## src/rtl/lmt_pkg.sv

```systemverilog
package lmt_pkg;
  localparam int unsigned WORD_W    = 32;
  localparam int unsigned FLAG_BIT  = 31;
  localparam int unsigned FIELD_LSB = 10;
  localparam int unsigned FIELD_W   = FLAG_BIT - FIELD_LSB;
  localparam int unsigned WSEL_W    = 3;

  typedef enum logic [WSEL_W-1:0] {
    W_LIMIT = 3'd0,
    W_COUNT = 3'd1,
    W_LIMNC = 3'd2,
    W_CFG   = 3'd4
  } word_e;

  function automatic logic [WORD_W-1:0] pack_word(input logic flag,
                                                  input logic [FIELD_W-1:0] val);
    return {flag, val, {FIELD_LSB{1'b0}}};
  endfunction
endpackage

```

## src/rtl/lmt_timer_core.sv

```systemverilog
module lmt_timer_core
  import lmt_pkg::*;
#(
  parameter int unsigned        CW      = FIELD_W,
  parameter logic [CW-1:0]      RST_VAL = '0
) (
  input  logic          clk,
  input  logic          rst_n,
  input  logic          ld_clr,
  input  logic          ld_keep,
  input  logic [CW-1:0] ld_val,
  input  logic          rd_clr,
  output logic [CW-1:0] cnt_o,
  output logic [CW-1:0] lim_o,
  output logic          flag_o
);
  logic [CW-1:0] lim_q, lim_d, cnt_q, cnt_d;
  logic          flag_q, flag_d;
  logic          lim_en, expire;

  assign lim_en = ld_clr | ld_keep;
  assign expire = (cnt_q <= CW'(1));

  always_comb begin
    lim_d  = ld_val;
    cnt_d  = cnt_q - CW'(1);
    flag_d = flag_q & ~rd_clr;
    if (lim_en) begin
      cnt_d  = ld_val;
      flag_d = ld_keep ? flag_q : 1'b0;
    end else if (expire) begin
      cnt_d  = lim_q;
      flag_d = 1'b1;
    end
  end

  always_ff @(posedge clk or negedge rst_n) begin
    if (!rst_n) begin
      lim_q  <= RST_VAL;
      cnt_q  <= RST_VAL;
      flag_q <= 1'b0;
    end else begin
      if (lim_en) lim_q <= lim_d;
      cnt_q  <= cnt_d;
      flag_q <= flag_d;
    end
  end

  assign cnt_o  = cnt_q;
  assign lim_o  = lim_q;
  assign flag_o = flag_q;
endmodule

```

## src/rtl/lmt_decode.sv

```systemverilog
module lmt_decode
  import lmt_pkg::*;
#(
  parameter int unsigned NT    = 5,
  parameter int unsigned IDX_W = 3
) (
  input  logic                    req,
  input  logic                    wr,
  input  logic [IDX_W+WSEL_W-1:0] addr,
  output logic [NT-1:0]           wr_lim,
  output logic [NT-1:0]           wr_nc,
  output logic [NT-1:0]           rd_clr,
  output logic                    cfg_wr,
  output logic [IDX_W-1:0]        idx,
  output logic [WSEL_W-1:0]       wsel,
  output logic                    idx_ok
);
  assign idx    = addr[IDX_W+WSEL_W-1:WSEL_W];
  assign wsel   = addr[WSEL_W-1:0];
  assign idx_ok = (int'(idx) < NT);

  always_comb begin
    wr_lim = '0;
    wr_nc  = '0;
    rd_clr = '0;
    cfg_wr = 1'b0;
    if (req && idx_ok) begin
      unique case (wsel)
        W_LIMIT: begin
          if (wr) wr_lim[idx] = 1'b1;
          else    rd_clr[idx] = 1'b1;
        end
        W_LIMNC: if (wr) wr_nc[idx] = 1'b1;
        W_CFG:   if (wr && (int'(idx) == NT - 1)) cfg_wr = 1'b1;
        default: ;
      endcase
    end
  end
endmodule

```

## src/rtl/lmt_rdmux.sv

```systemverilog
module lmt_rdmux
  import lmt_pkg::*;
#(
  parameter int unsigned NT    = 5,
  parameter int unsigned IDX_W = 3,
  parameter int unsigned CFG_W = 4
) (
  input  logic [IDX_W-1:0]         idx,
  input  logic [WSEL_W-1:0]        wsel,
  input  logic                     idx_ok,
  input  logic [NT-1:0][FIELD_W-1:0] cnt_a,
  input  logic [NT-1:0][FIELD_W-1:0] lim_a,
  input  logic [NT-1:0]            flg,
  input  logic [CFG_W-1:0]         cfg,
  output logic [WORD_W-1:0]        rdata
);
  always_comb begin
    rdata = '0;
    if (idx_ok) begin
      unique case (wsel)
        W_LIMIT, W_LIMNC: rdata = pack_word(flg[idx], lim_a[idx]);
        W_COUNT:          rdata = pack_word(flg[idx], cnt_a[idx]);
        W_CFG:            if (int'(idx) == NT - 1) rdata = WORD_W'(cfg);
        default:          rdata = '0;
      endcase
    end
  end
endmodule

```

## src/rtl/lmt_timer_bank.sv

```systemverilog
module lmt_timer_bank
  import lmt_pkg::*;
#(
  parameter int unsigned       NCPU    = 4,
  parameter logic [WORD_W-1:0] LIM_RST = 32'h009C_4000,
  localparam int unsigned      NT      = NCPU + 1,
  localparam int unsigned      IDX_W   = $clog2(NT),
  localparam int unsigned      AW      = IDX_W + WSEL_W
) (
  input  logic              clk,
  input  logic              rst_n,
  input  logic              bus_req,
  input  logic              bus_wr,
  input  logic [AW-1:0]     bus_addr,
  input  logic [WORD_W-1:0] bus_wdata,
  output logic [WORD_W-1:0] bus_rdata,
  output logic              bus_rvalid,
  output logic [NCPU-1:0]   irq_lvl14,
  output logic [NCPU-1:0]   irq_lvl10
);
  localparam logic [FIELD_W-1:0] RST_FIELD = LIM_RST[FLAG_BIT-1:FIELD_LSB];

  logic [1:0]                  rst_sync;
  logic                        rst_sync_n;
  logic [NT-1:0]               wr_lim_v, wr_nc_v, rd_clr_v, flg_v;
  logic [NT-1:0][FIELD_W-1:0]  cnt_a, lim_a;
  logic                        cfg_wr, idx_ok, rd_req;
  logic [IDX_W-1:0]            idx;
  logic [WSEL_W-1:0]           wsel;
  logic [FIELD_W-1:0]          wval;
  logic [NCPU-1:0]             cfg_q, cfg_d;
  logic [WORD_W-1:0]           rdata_q, rdata_d;
  logic                        rvalid_q;

  always_ff @(posedge clk or negedge rst_n) begin
    if (!rst_n) rst_sync <= 2'b00;
    else        rst_sync <= {rst_sync[0], 1'b1};
  end
  assign rst_sync_n = rst_sync[1];

  assign wval   = bus_wdata[FLAG_BIT-1:FIELD_LSB];
  assign rd_req = bus_req & ~bus_wr;

  lmt_decode #(.NT(NT), .IDX_W(IDX_W)) i_decode (
    .req    (bus_req),
    .wr     (bus_wr),
    .addr   (bus_addr),
    .wr_lim (wr_lim_v),
    .wr_nc  (wr_nc_v),
    .rd_clr (rd_clr_v),
    .cfg_wr (cfg_wr),
    .idx    (idx),
    .wsel   (wsel),
    .idx_ok (idx_ok)
  );

  for (genvar t = 0; t < NT; t++) begin : g_tmr
    lmt_timer_core #(.CW(FIELD_W), .RST_VAL(RST_FIELD)) i_core (
      .clk     (clk),
      .rst_n   (rst_sync_n),
      .ld_clr  (wr_lim_v[t]),
      .ld_keep (wr_nc_v[t]),
      .ld_val  (wval),
      .rd_clr  (rd_clr_v[t]),
      .cnt_o   (cnt_a[t]),
      .lim_o   (lim_a[t]),
      .flag_o  (flg_v[t])
    );
  end

  lmt_rdmux #(.NT(NT), .IDX_W(IDX_W), .CFG_W(NCPU)) i_rdmux (
    .idx    (idx),
    .wsel   (wsel),
    .idx_ok (idx_ok),
    .cnt_a  (cnt_a),
    .lim_a  (lim_a),
    .flg    (flg_v),
    .cfg    (cfg_q),
    .rdata  (rdata_d)
  );

  assign cfg_d = bus_wdata[NCPU-1:0];

  always_ff @(posedge clk or negedge rst_sync_n) begin
    if (!rst_sync_n) begin
      cfg_q    <= '0;
      rdata_q  <= '0;
      rvalid_q <= 1'b0;
    end else begin
      if (cfg_wr) cfg_q   <= cfg_d;
      if (rd_req) rdata_q <= rdata_d;
      rvalid_q <= rd_req;
    end
  end

  assign bus_rdata  = rdata_q;
  assign bus_rvalid = rvalid_q;
  assign irq_lvl14  = flg_v[NCPU-1:0];
  assign irq_lvl10  = {NCPU{flg_v[NT-1]}};
endmodule

```

## config.mk

```make
export PLATFORM = sky130hd
export DESIGN_NAME = lmt_timer_bank
export DESIGN_NICKNAME = d
export VERILOG_FILES = /design/src/rtl/lmt_pkg.sv /design/src/rtl/lmt_timer_core.sv /design/src/rtl/lmt_decode.sv /design/src/rtl/lmt_rdmux.sv /design/src/rtl/lmt_timer_bank.sv
export SDC_FILE = /design/constraint.sdc
export NUM_CORES = 1
export LEC_CHECK = 0
export ABC_AREA = 1
export BUFFER_PORTS_ARGS = -buffer_cell sky130_fd_sc_hd__buf_2
export CAP_MARGIN = 20
export CORE_ASPECT_RATIO = 1.25
export CORE_MARGIN = 1.5
export CORE_UTILIZATION = 30
export CTS_BUF_LIST = sky130_fd_sc_hd__clkbuf_2
export CTS_CLUSTER_DIAMETER = 80
export DETAILED_ROUTE_END_ITERATION = 10
export HOLD_SLACK_MARGIN = 0.02
export PLACE_DENSITY = 0.43
export SLEW_MARGIN = 20
export SYNTH_ARGS = -nofsm -noshare
export SYNTH_HDL_FRONTEND = slang
export SYNTH_SLANG_ARGS = --single-unit
```

## constraint.sdc

```tcl
create_clock -name clk -period 11.2 [get_ports clk]
set_input_delay 2.24 -clock clk [delete_from_list [all_inputs] [get_ports clk]]
set_output_delay 2.24 -clock clk [all_outputs]
set_load 0.005 [all_outputs]
```

---- Word-level counts from Yosys, hierarchy flattened ----
Index checks and enable logic that the tools add are counted.
operators by class
  add/sub/neg operators ................... 5
  $lt $le $gt $ge ......................... 8
  eq/ne operators ......................... 9
  muxes and demuxes ....................... 47
  bitwise gates (word level) .............. 17
  reductions and logical operators ........ 5
operators by type and width
  cell                                                               count
  2-to-1 mux 21 bit                                                  12
  binary-select mux 21 bit (select 3 bit)                            2
  <= comparator 21 x 1 -> 1 bit, second input constant               5
  subtractor 21 x 1 -> 21 bit, second input constant                 5
  one-hot mux 32 bit (3 select lines)                                1
  2-to-1 mux 5 bit                                                   8
  2-to-1 mux 32 bit                                                  1
  2-to-1 mux 1 bit                                                   20
  != test 2 bit, second input constant                               5
  bitwise AND 1 bit                                                  6
  == test 3 bit, second input constant                               2
  inverter 1 bit                                                     6
  OR 1 bit                                                           5
  < comparator 3 x 4 -> 1 bit, second input constant                 1
  2-to-1 mux 4 bit                                                   1
  binary-select mux 1 bit (select 3 bit)                             1
  demux 1 bit (select 3 bit)                                         1
  == test 3 x 1 -> 1 bit, second input constant                      1
  == test 3 x 2 -> 1 bit, second input constant                      1
  greater-or-equal comparator 3 x 1 -> 1 bit, second input constant  1
  logical AND 1 bit                                                  3
  zero test 3 bit                                                    1
  < comparator 3 bit, second input constant                          1
  OR reduction 2 bit                                                 1
word-level totals
  flip-flop bits (word level) ............. 254
  bits of input ports ..................... 42
  output and inout bits ................... 41
  word-level logic and storage cells ...... 110

---- Logic depth before layout (Yosys ltp) ----
Gate-level depths: netlist (run 1).
  depth in word-level cells ............... 11
  mapped depth ............................ 13
  mapped depth without buffers ............ 12

---- Modules after synthesis ----
From an unflattened synthesis (run 1), not the netlist that was laid out.
second synthesis, totals
  cells, all modules ...................... 2,503
  area total of the unflattened synthesis .. 17,161.5 um^2
modules (own cells, without submodules)
  module                                times used  cells each  area an instance (um^2)  sequential area each (um^2)
  lmt_timer_core (g_tmr[1].i_core ...)  4           314         2,492.4                  1,088.5
  lmt_rdmux                             1           728         3,032.9                  0.0
  lmt_timer_core (g_tmr[0].i_core)      1           305         2,304.7                  1,088.5
  lmt_timer_bank                        1           164         1,594.0                  975.9
  lmt_decode                            1           50          260.2                    0.0

---- Worst setup path before layout (run 1) ----
No wires, ideal clock.
  path kind ............................... in2reg
  start ................................... in bus_addr[5]
  end ..................................... reg g_tmr[3].i_core.lim_q[11]
  library setup time ...................... 0.124 ns
  arrival time ............................ 3.291 ns
  data required time ...................... 11.076 ns
  path slack .............................. 7.784 ns
  cell stages on the path ................. 9
  buffers on the path ..................... 2
  cells stage by stage .................... buf_4 -> inv_4 -> nand3_4 -> nor2_2 -> nand2_2 -> inv_2 -> buf_4 -> nor2_1 -> or2_1
between the ends
  cells in the longest elaborated chain, start to end .. 8
  elaborated cells on any way between the ends .. 13
  classes of those cells .................. order compare (3); mux (7); bitwise (1); reduce/logical (2)
RTL lines
  item                                                                                                             line                                RTL
  start, declared                                                                                                  lmt_timer_bank.sv:14                input logic [AW-1:0] bus_addr,
  < comparator 3 x 4 -> 1 bit (not written as such) or greater-or-equal comparator 3 x 1 -> 1 bit (tied branches)  lmt_decode.sv:30, lmt_decode.sv:33
  logical AND 1 bit (not written as such)                                                                          lmt_decode.sv:30, lmt_decode.sv:33
  2-to-1 mux 1 bit (not written as such)                                                                           lmt_decode.sv:30, lmt_decode.sv:33
  demux 1 bit (select 3 bit)                                                                                       -
  2-to-1 mux 5 bit                                                                                                 lmt_decode.sv:30, lmt_decode.sv:33
  2-to-1 mux 5 bit                                                                                                 lmt_decode.sv:28                    unique case (wsel)
  2-to-1 mux 5 bit                                                                                                 lmt_decode.sv:27                    if (req && idx_ok) begin
  OR 1 bit *                                                                                                       lmt_timer_core.sv:21                assign lim_en = ld_clr | ld_keep;
  end signal, assigned                                                                                             lmt_timer_core.sv:43                if (lim_en) lim_q <= lim_d;
  end, declared                                                                                                    lmt_timer_core.sv:17                logic [CW-1:0] lim_q, lim_d, cnt_q, cnt_d;
Mark *: on every way between the ends. The rest lies on a longest branch, timed or not.
A chain may end at the register's enable or synchronous reset.

---- Final worst setup path (run 1) ----
  start ................................... in bus_addr[5]
  end ..................................... reg rdata_q[19] (netlist: bus_rdata[19])
between the ends
  cells in the longest elaborated chain, start to end .. 4
  elaborated cells on any way between the ends .. 7
  classes of those cells .................. order compare (1); mux (6)
RTL lines
  item                                                        line                              RTL
  binary-select mux 21 bit (select 3 bit) (on tied branches)  lmt_rdmux.sv:22, lmt_rdmux.sv:21
  2-to-1 mux 21 bit (on tied branches)                        lmt_rdmux.sv:22, lmt_rdmux.sv:21
  one-hot mux 32 bit (3 select lines)                         lmt_rdmux.sv:20                   unique case (wsel)
  2-to-1 mux 32 bit *                                         lmt_rdmux.sv:19                   if (idx_ok) begin
  end signal, assigned                                        lmt_timer_bank.sv:91              if (rd_req) rdata_q <= rdata_d;
  end, declared                                               lmt_timer_bank.sv:32              logic [WORD_W-1:0] rdata_q, rdata_d;
Mark *: on every way between the ends. The rest lies on a longest branch, timed or not. The select of a mux whose other input is x is not followed.

==> impl_metrics.yaml, run 1 <==
synth:
  synth_top_cells_by_area: "sky130_fd_sc_hd__dfrtp_1, sky130_fd_sc_hd__nand2_1, sky130_fd_sc_hd__dfstp_2"
  post_synth_top_area_cell: "sky130_fd_sc_hd__dfrtp_1"
  post-synth-top-count-cell: "sky130_fd_sc_hd__nand2_1"
  prevailing_post_synth_register_cell: "sky130_fd_sc_hd__dfrtp_1"
  postSynthAreaPerCell_um2: 6.76
  post_synth_num_cell_types: 40
  ys_warn_count: 0
  synth_top_area_share_pct: 31.9
  ys_top_cells_by_count: "sky130_fd_sc_hd__nand2_1, sky130_fd_sc_hd__nor2_1, sky130_fd_sc_hd__inv_1"
  post_synthesis_cell_area_mm2: 0.0155
  postSynth.asyncResetShare_pct: 100
  number_of_enable_flip_flop_cells_after_synthesis: 0
  syn_inst: 2299
  synth-seq-area-share_pct: 40.4
  postSynthRegisterBits: 248
finish:
  multi_input_comb_area_mm2: 0.00772
  areaGrowthSynthToFinish_pct: 9.57
  post_route_cells_drive_above_1_share_pct: 13.7
  fillCellCount: 5800
  num-nets-final: 2424
  register_area_mm2: 0.00627
global_routing:
  grt_usage_pct: 25.6
  grt_pass1_vias: 14954
  grt_max_degree: 69
  antenna_found_initial: 2
  global_route.overflow_total: 0
  grt_pass1_wl_um: 97000
setup_path:
  critical_path_peak_fanout: 36
  r2r_setup_slack_ps: 8770
  crit_chain: "buf_2 > inv_4 > nand3_2 > inv_1 > nand2_1 > nand4_1 > nand2_1 > nand2_1 > nand2_1 > nand2_1"
  worstPathArrival_ps: 5240
  highest_delay_cell_along_the_critical_path: "sky130_fd_sc_hd__inv_1"
  worst_r2r_startpoint: "g_tmr[0].i_core.cnt_o[2]"
  required_ps: 12150
  path_common_cell: "sky130_fd_sc_hd__nand2_1"
  crit-reg2reg-capture: "g_tmr[0].i_core.cnt_o[7]"
  critical_path.max_stage_delay_ps: 880
  reg2regPathDepth: 9
  crit_path_start_kind: "primary input"
  timing.setup.critical_path_class: "in2reg"
  endpoint_kind: "register"
clock_network:
  cts_repair_resize_count: 0
  clk_transition_reported_paths_ps: 90
  cts_setup_buffers: 0
  clock_sinks: 248
  ctsHtreeMaxLevel: 3
  clkLatencyLatePin_ps: 1090
  clock_buffer_count_from_cts: 77
  cts-root-buf: "sky130_fd_sc_hd__clkbuf_2"
  clock_tree.buffer_depth: 3
  cts_hold_repair.buffers: 0
  cts_tree: "built"
die:
  fp.dieArea_mm2: 0.0532
  core.rowCount: 93
  io_pins: 83
  core_area_mm2: 0.0513
  initial_utilization_pct: 30.3
  die-height_um: 257
  die_width_um: 207
route:
  ant_nets: 0
  drt_first_iter_violations: 1082
  vias_per_cell: 4.88
  post_drt_wl_per_cell_um: 21.6
  remaining_drc_errors: 0
  finalWirelength_um: 67000
  firstDrtPassIters: 5
  routed-via-count: 15141
sta:
  fin_ws_ps: 6910
  period_needed_ps: 4290
  layout_worst_path_cycle_share_pct: 38.3
  relSlewSlack_pct: 30.4
  setup_violations: 0
  final_hold_fails: 0
  max_freq_mhz: 233
  rsz_0062_raised_after_global_routing: "false"
  clock_skew_ps: 90.5
  drv_slew: 0
  worstMarginPinSlew_ps: 1040
  totalNegativeSetupSlack_ps: 0
worst_hold_path:
  min_to: "rst_sync[1]"
  hold_wc_path_type: "reg2reg"
  min_delay_path_depth: 0
  worst_min_path_start: "rst_sync[0]"
status:
  run_status: "completed"
place:
  dp_hpwl_um: 48900
  place_congestion: 0.928
  dp_worst_setup_slack_ps: 5930
  placement.io_buffers: 69
run:
  timing.max_cap.violations: 0
pwr:
  power_density_over_the_cells_mw_per_mm2: 188
  ir_worst_vdd_uv: 95.3
  static-leakage-power_uw: 0.00910
-- critical path, delay by kind of cell --
kind                   cells  cell delay [ps]
and+or+nand+nor            7             1210
buffers and inverters      3             1680
-- where the power goes --
part	switching [µW]	internal, µW
sequential	272	1160
combinational	622	333
clock	463	347
-- flip-flops by register name, summed over array words and instances, names as in the netlist --
name and count:
bus_rdata 26, rst_sync 2, cfg_q 4, g_tmr.i_core.flag_o 5
g_tmr.i_core.cnt_o 105, bus_rvalid 1, g_tmr.i_core.lim_o 105
-- stage by stage --
stage               hold WS, ps  instance area (µm²)  util [%]  instances  total power (µW)
floorplan                   331                15500         -       2304              2040
global placement            338                16300      31.7       2958              2400
detailed placement          339                16300      31.7       2958              2400
CTS                         363                17000      33.2       3101              3240
global route                376                17000      33.2       3103              3440
finish                      356                17000      33.2       3103              3200
-- worst max path at each step --
stage          cells after the start                    from  slack (ps)                        end
6_report                          10             bus_addr[5]        6910              bus_rdata[19]
5_1_grt                           10             bus_addr[3]        6800  g_tmr[3].i_core.cnt_o[18]
4_1_cts                            1  g_tmr[0].i_core.flag_o        7080               irq_lvl14[0]
3_5_place_dp                      10             bus_addr[3]        5930  g_tmr[3].i_core.cnt_o[18]
3_3_place_gp                      10             bus_addr[3]        5920  g_tmr[3].i_core.cnt_o[18]
2_1_floorplan                      0             rst_sync[1]        3860               bus_rdata[0]
-- cells by family after synthesis --
logic type / share of synthesized area [%]
buffers and inverters: 10.0
adders and majority gates: 0.806
DFF: 40.4
xor gates and xnor gates: 3.33
and+or+nand+nor: 40.8
AOI/OAI and AO/OA: 4.66
other: 0.0484
-- cells in the final DEF, fill, tap and decap left out, drive strengths merged --
| cell type | Yosys | routed |
|---|---|---|
| nor3 | 2 | 2 |
| clkbuf | 20 | 130 |
| or2 | 72 | 72 |
| o211ai | 9 | 9 |
| a21oi | 79 | 79 |
| and2 | 2 | 2 |
| ha | 10 | 10 |
| o21a | 1 | 1 |
| nand3b | 2 | 2 |
| nand2 | 815 | 815 |
| xor2 | 47 | 47 |
| dfstp | 50 | 50 |
| diode | 0 | 2 |
| clkinv | 3 | 12 |
| nand4 | 78 | 78 |
| nand3 | 156 | 156 |
| dfrtp | 198 | 198 |
| nor2 | 357 | 357 |
| buf | 68 | 77 |
| conb | 2 | 7 |
| xnor2 | 12 | 12 |
| inv | 266 | 268 |
| o21ai | 50 | 50 |
| bufinv | 0 | 2 |
-- final cells by class --
cell class / count / share of cell area [%]
Sequential cell: 248 / 36.9
Clock inverter: 13 / 0.618
Timing Repair Buffer: 77 / 2.40
Inverter: 269 / 6.00
Clock buffer: 130 / 3.82
Tap cell: 665 / 4.89
Multi-Input combinational cell: 1699 / 45.4
Antenna cell: 2 / 0.0294
-- per-layer routing --
layer / vias up / GRT usage, % / part of all wire, %
li1: 7311 / - / -
met1: 7272 / 30.5 / 40
met2: 419 / 42.9 / 49
met3: 139 / 4.55 / 5.1
met4: 0 / 14.6 / 5.6
met5: - / 0 / 0
Note: power is estimated with default switching activity, not from simulation.
==> run 2, diff against run 1 <==
--- a/config.mk
+++ b/config.mk
@@ -15,7 +15,7 @@
 export CTS_CLUSTER_DIAMETER = 80
 export DETAILED_ROUTE_END_ITERATION = 10
 export HOLD_SLACK_MARGIN = 0.02
-export PLACE_DENSITY = 0.43
+export PLACE_DENSITY = 0.45
 export SLEW_MARGIN = 20
 export SYNTH_ARGS = -nofsm -noshare
 export SYNTH_HDL_FRONTEND = slang
==> constraint.sdc (replaced) <==
create_clock -name clk -period 3.9 [get_ports clk]
set_input_delay 0.78 -clock clk [delete_from_list [all_inputs] [get_ports clk]]
set_output_delay 0.78 -clock clk [all_outputs]
set_load 0.005 [all_outputs]
==> run 2 against run 1 <==
Net effect:
- clock power rose to 2.8 times the previous value
- first-iteration DRC count down 5.8%
- clock skew up 25 ps
- combinational power rose to 2.9 times the previous value
- utilization up 0.51 points
- global-route usage down 0.25 points
- hold slack worse by 190 ps
- via count down 0.55%
- largest power group unchanged
- highest routed layer is now met5
==> impl_metrics.yaml, run 2 (synthesis results as in run 1) <==
setup_path:
  r2r_setup_slack_ps: 1400
  cp_startpoint: "g_tmr[0].i_core.flag_o"
  crit-reg2reg-capture: "g_tmr[0].i_core.cnt_o[8]"
  highest_delay_cell_along_the_critical_path: "sky130_fd_sc_hd__dfrtp_1"
  timing.setup.critical_path_class: "reg2out"
  required_ps: 3120
  worstPathArrival_ps: 1810
  crit_chain: "buf_2"
  timing.critical_path.max_delay_family: "flip-flops"
  critical_path_peak_fanout: 4
  endpoint_kind: "primary output"
  crit_path_start_kind: "register"
  path_buf_inv: 1
  reg2regPathDepth: 9
  critical_path.max_stage_delay_ps: 520
  worst_r2r_startpoint: "g_tmr[0].i_core.cnt_o[7]"
place:
  place_congestion: 0.952
  post_dp_cell_area_mm2: 0.0164
  placement.io_buffers: 69
  dp_hpwl_um: 49200
  dp_worst_setup_slack_ps: 891
finish:
  layout.cell_area.non_filler_mm2: 0.0173
  final_util_pct: 33.7
  num-nets-final: 2449
  areaGrowthSynthToFinish_pct: 11.3
  layout_commonest_cell: "sky130_fd_sc_hd__nand2_1"
  layout_common_cells: "sky130_fd_sc_hd__nand2_1, sky130_fd_sc_hd__nor2_1, sky130_fd_sc_hd__inv_1"
  post_route_cells_drive_above_1_share_pct: 13.7
route:
  vias_per_cell: 4.81
  ant_nets: 0
  firstDrtPassIters: 5
  drt_first_iter_violations: 1019
  remaining_drc_errors: 0
  routed-via-count: 15058
  post_drt_wl_per_cell_um: 21.1
  finalWirelength_um: 66100
run:
  timing.max_cap.violations: 0
die:
  fp.dieArea_mm2: 0.0532
  die-height_um: 257
  io_pins: 83
  core.rowCount: 93
  die_width_um: 207
  core_area_mm2: 0.0513
  initial_utilization_pct: 30.3
global_routing:
  global_route.overflow_total: 0
  grt_max_degree: 71
  grt_pass1_wl_um: 96000
  antenna_found_initial: 6
  grt_pass1_vias: 14894
  grt_usage_pct: 25.3
sta:
  setup_violations: 0
  totalNegativeSetupSlack_ps: 0
  period_needed_ps: 2590
  final_hold_fails: 0
  fin_ws_ps: 1310
  rsz_0062_raised_after_global_routing: "false"
  drv_slew: 0
  max_freq_mhz: 386
  relSlewSlack_pct: 44.6
  worstMarginPinSlew_ps: 831
  clock_skew_ps: 115
  layout_worst_path_cycle_share_pct: 66.4
clock_network:
  clock_buffer_count_from_cts: 76
  cts-root-buf: "sky130_fd_sc_hd__clkbuf_2"
  cts_hold_repair.buffers: 15
  clkLatencyLatePin_ps: 1120
  cts_setup_buffers: 0
  clk_transition_reported_paths_ps: 110
  cts_repair_resize_count: 0
  ctsHtreeMaxLevel: 3
  clock_sinks: 248
  clock_tree.buffer_depth: 3
  cts_tree: "built"
pwr:
  ir_worst_vdd_uv: 229
  power_density_over_the_cells_mw_per_mm2: 529
  internal_power_uw: 5270
  static-leakage-power_uw: 0.00920
  clock_power_share_pct: 24.7
  power_switching_share_pct: 42.4
  p_sw_uw: 3880
  comb_power_share_pct: 30.4
  reg_power_share_pct: 44.8
worst_hold_path:
  worst_min_path_start: "bus_wdata[16]"
  min_to: "g_tmr[4].i_core.cnt_o[6]"
  min_delay_path_depth: 3
  hold_wc_path_type: "in2reg"
status:
  run_status: "completed"
==> run 2: layout make-up <==
type / instances / area [µm²]
fillers: 5751 / 34000
inverters: 269 / 1020
diodes: 5 / 12.5
well taps: 665 / 832
clock buffers: 122 / 611
clock inverters: 20 / 130
repair buffers: 103 / 678
multi-input cells: 1699 / 7720
flip-flops and latches: 248 / 6270
==> run 2: how the worst max path moves through the flow <==
stage                                      to  slack [ps]  depth (start not counted)
global placement    g_tmr[3].i_core.cnt_o[18]         850                          8
global route         g_tmr[0].i_core.cnt_o[8]        1180                          9
finish                           irq_lvl14[0]        1310                          1
floorplan                        bus_rdata[0]        1430                          0
detailed placement  g_tmr[3].i_core.cnt_o[18]         890                          8
CTS                              irq_lvl14[0]        1210                          1
==> run 2: power by group through the flow <==
stage / registers (µW) / clock network, µW / logic [µW]
CTS: 4100 / 2370 / 2790
finish: 4100 / 2260 / 2780
detailed placement: 4150 / 0 / 2760
global route: 4200 / 2480 / 3170
floorplan: 3850 / 0 / 2000
global placement: 4150 / 0 / 2750
==> run 2: stage by stage <==
step	hold WS, ps	cells	total power [µW]
after CTS	49.4	3126	9260
after global placement	336	2969	6900
after floorplan	331	2304	5850
final	166	3131	9150
after global routing	110	3130	9850
after detailed placement	340	2969	6910
==> run 2: per-layer routing <==
| layer | vias to the layer above | GRT usage, % | share of wire (%) |
|---|---|---|---|
| met3 | 183 | 4.31 | 4.8 |
| met4 | 4 | 13.7 | 5.6 |
| met5 | - | 0 | 0.026 |
| met2 | 437 | 43.2 | 49 |
| li1 | 7347 | - | - |
| met1 | 7087 | 30.0 | 40 |
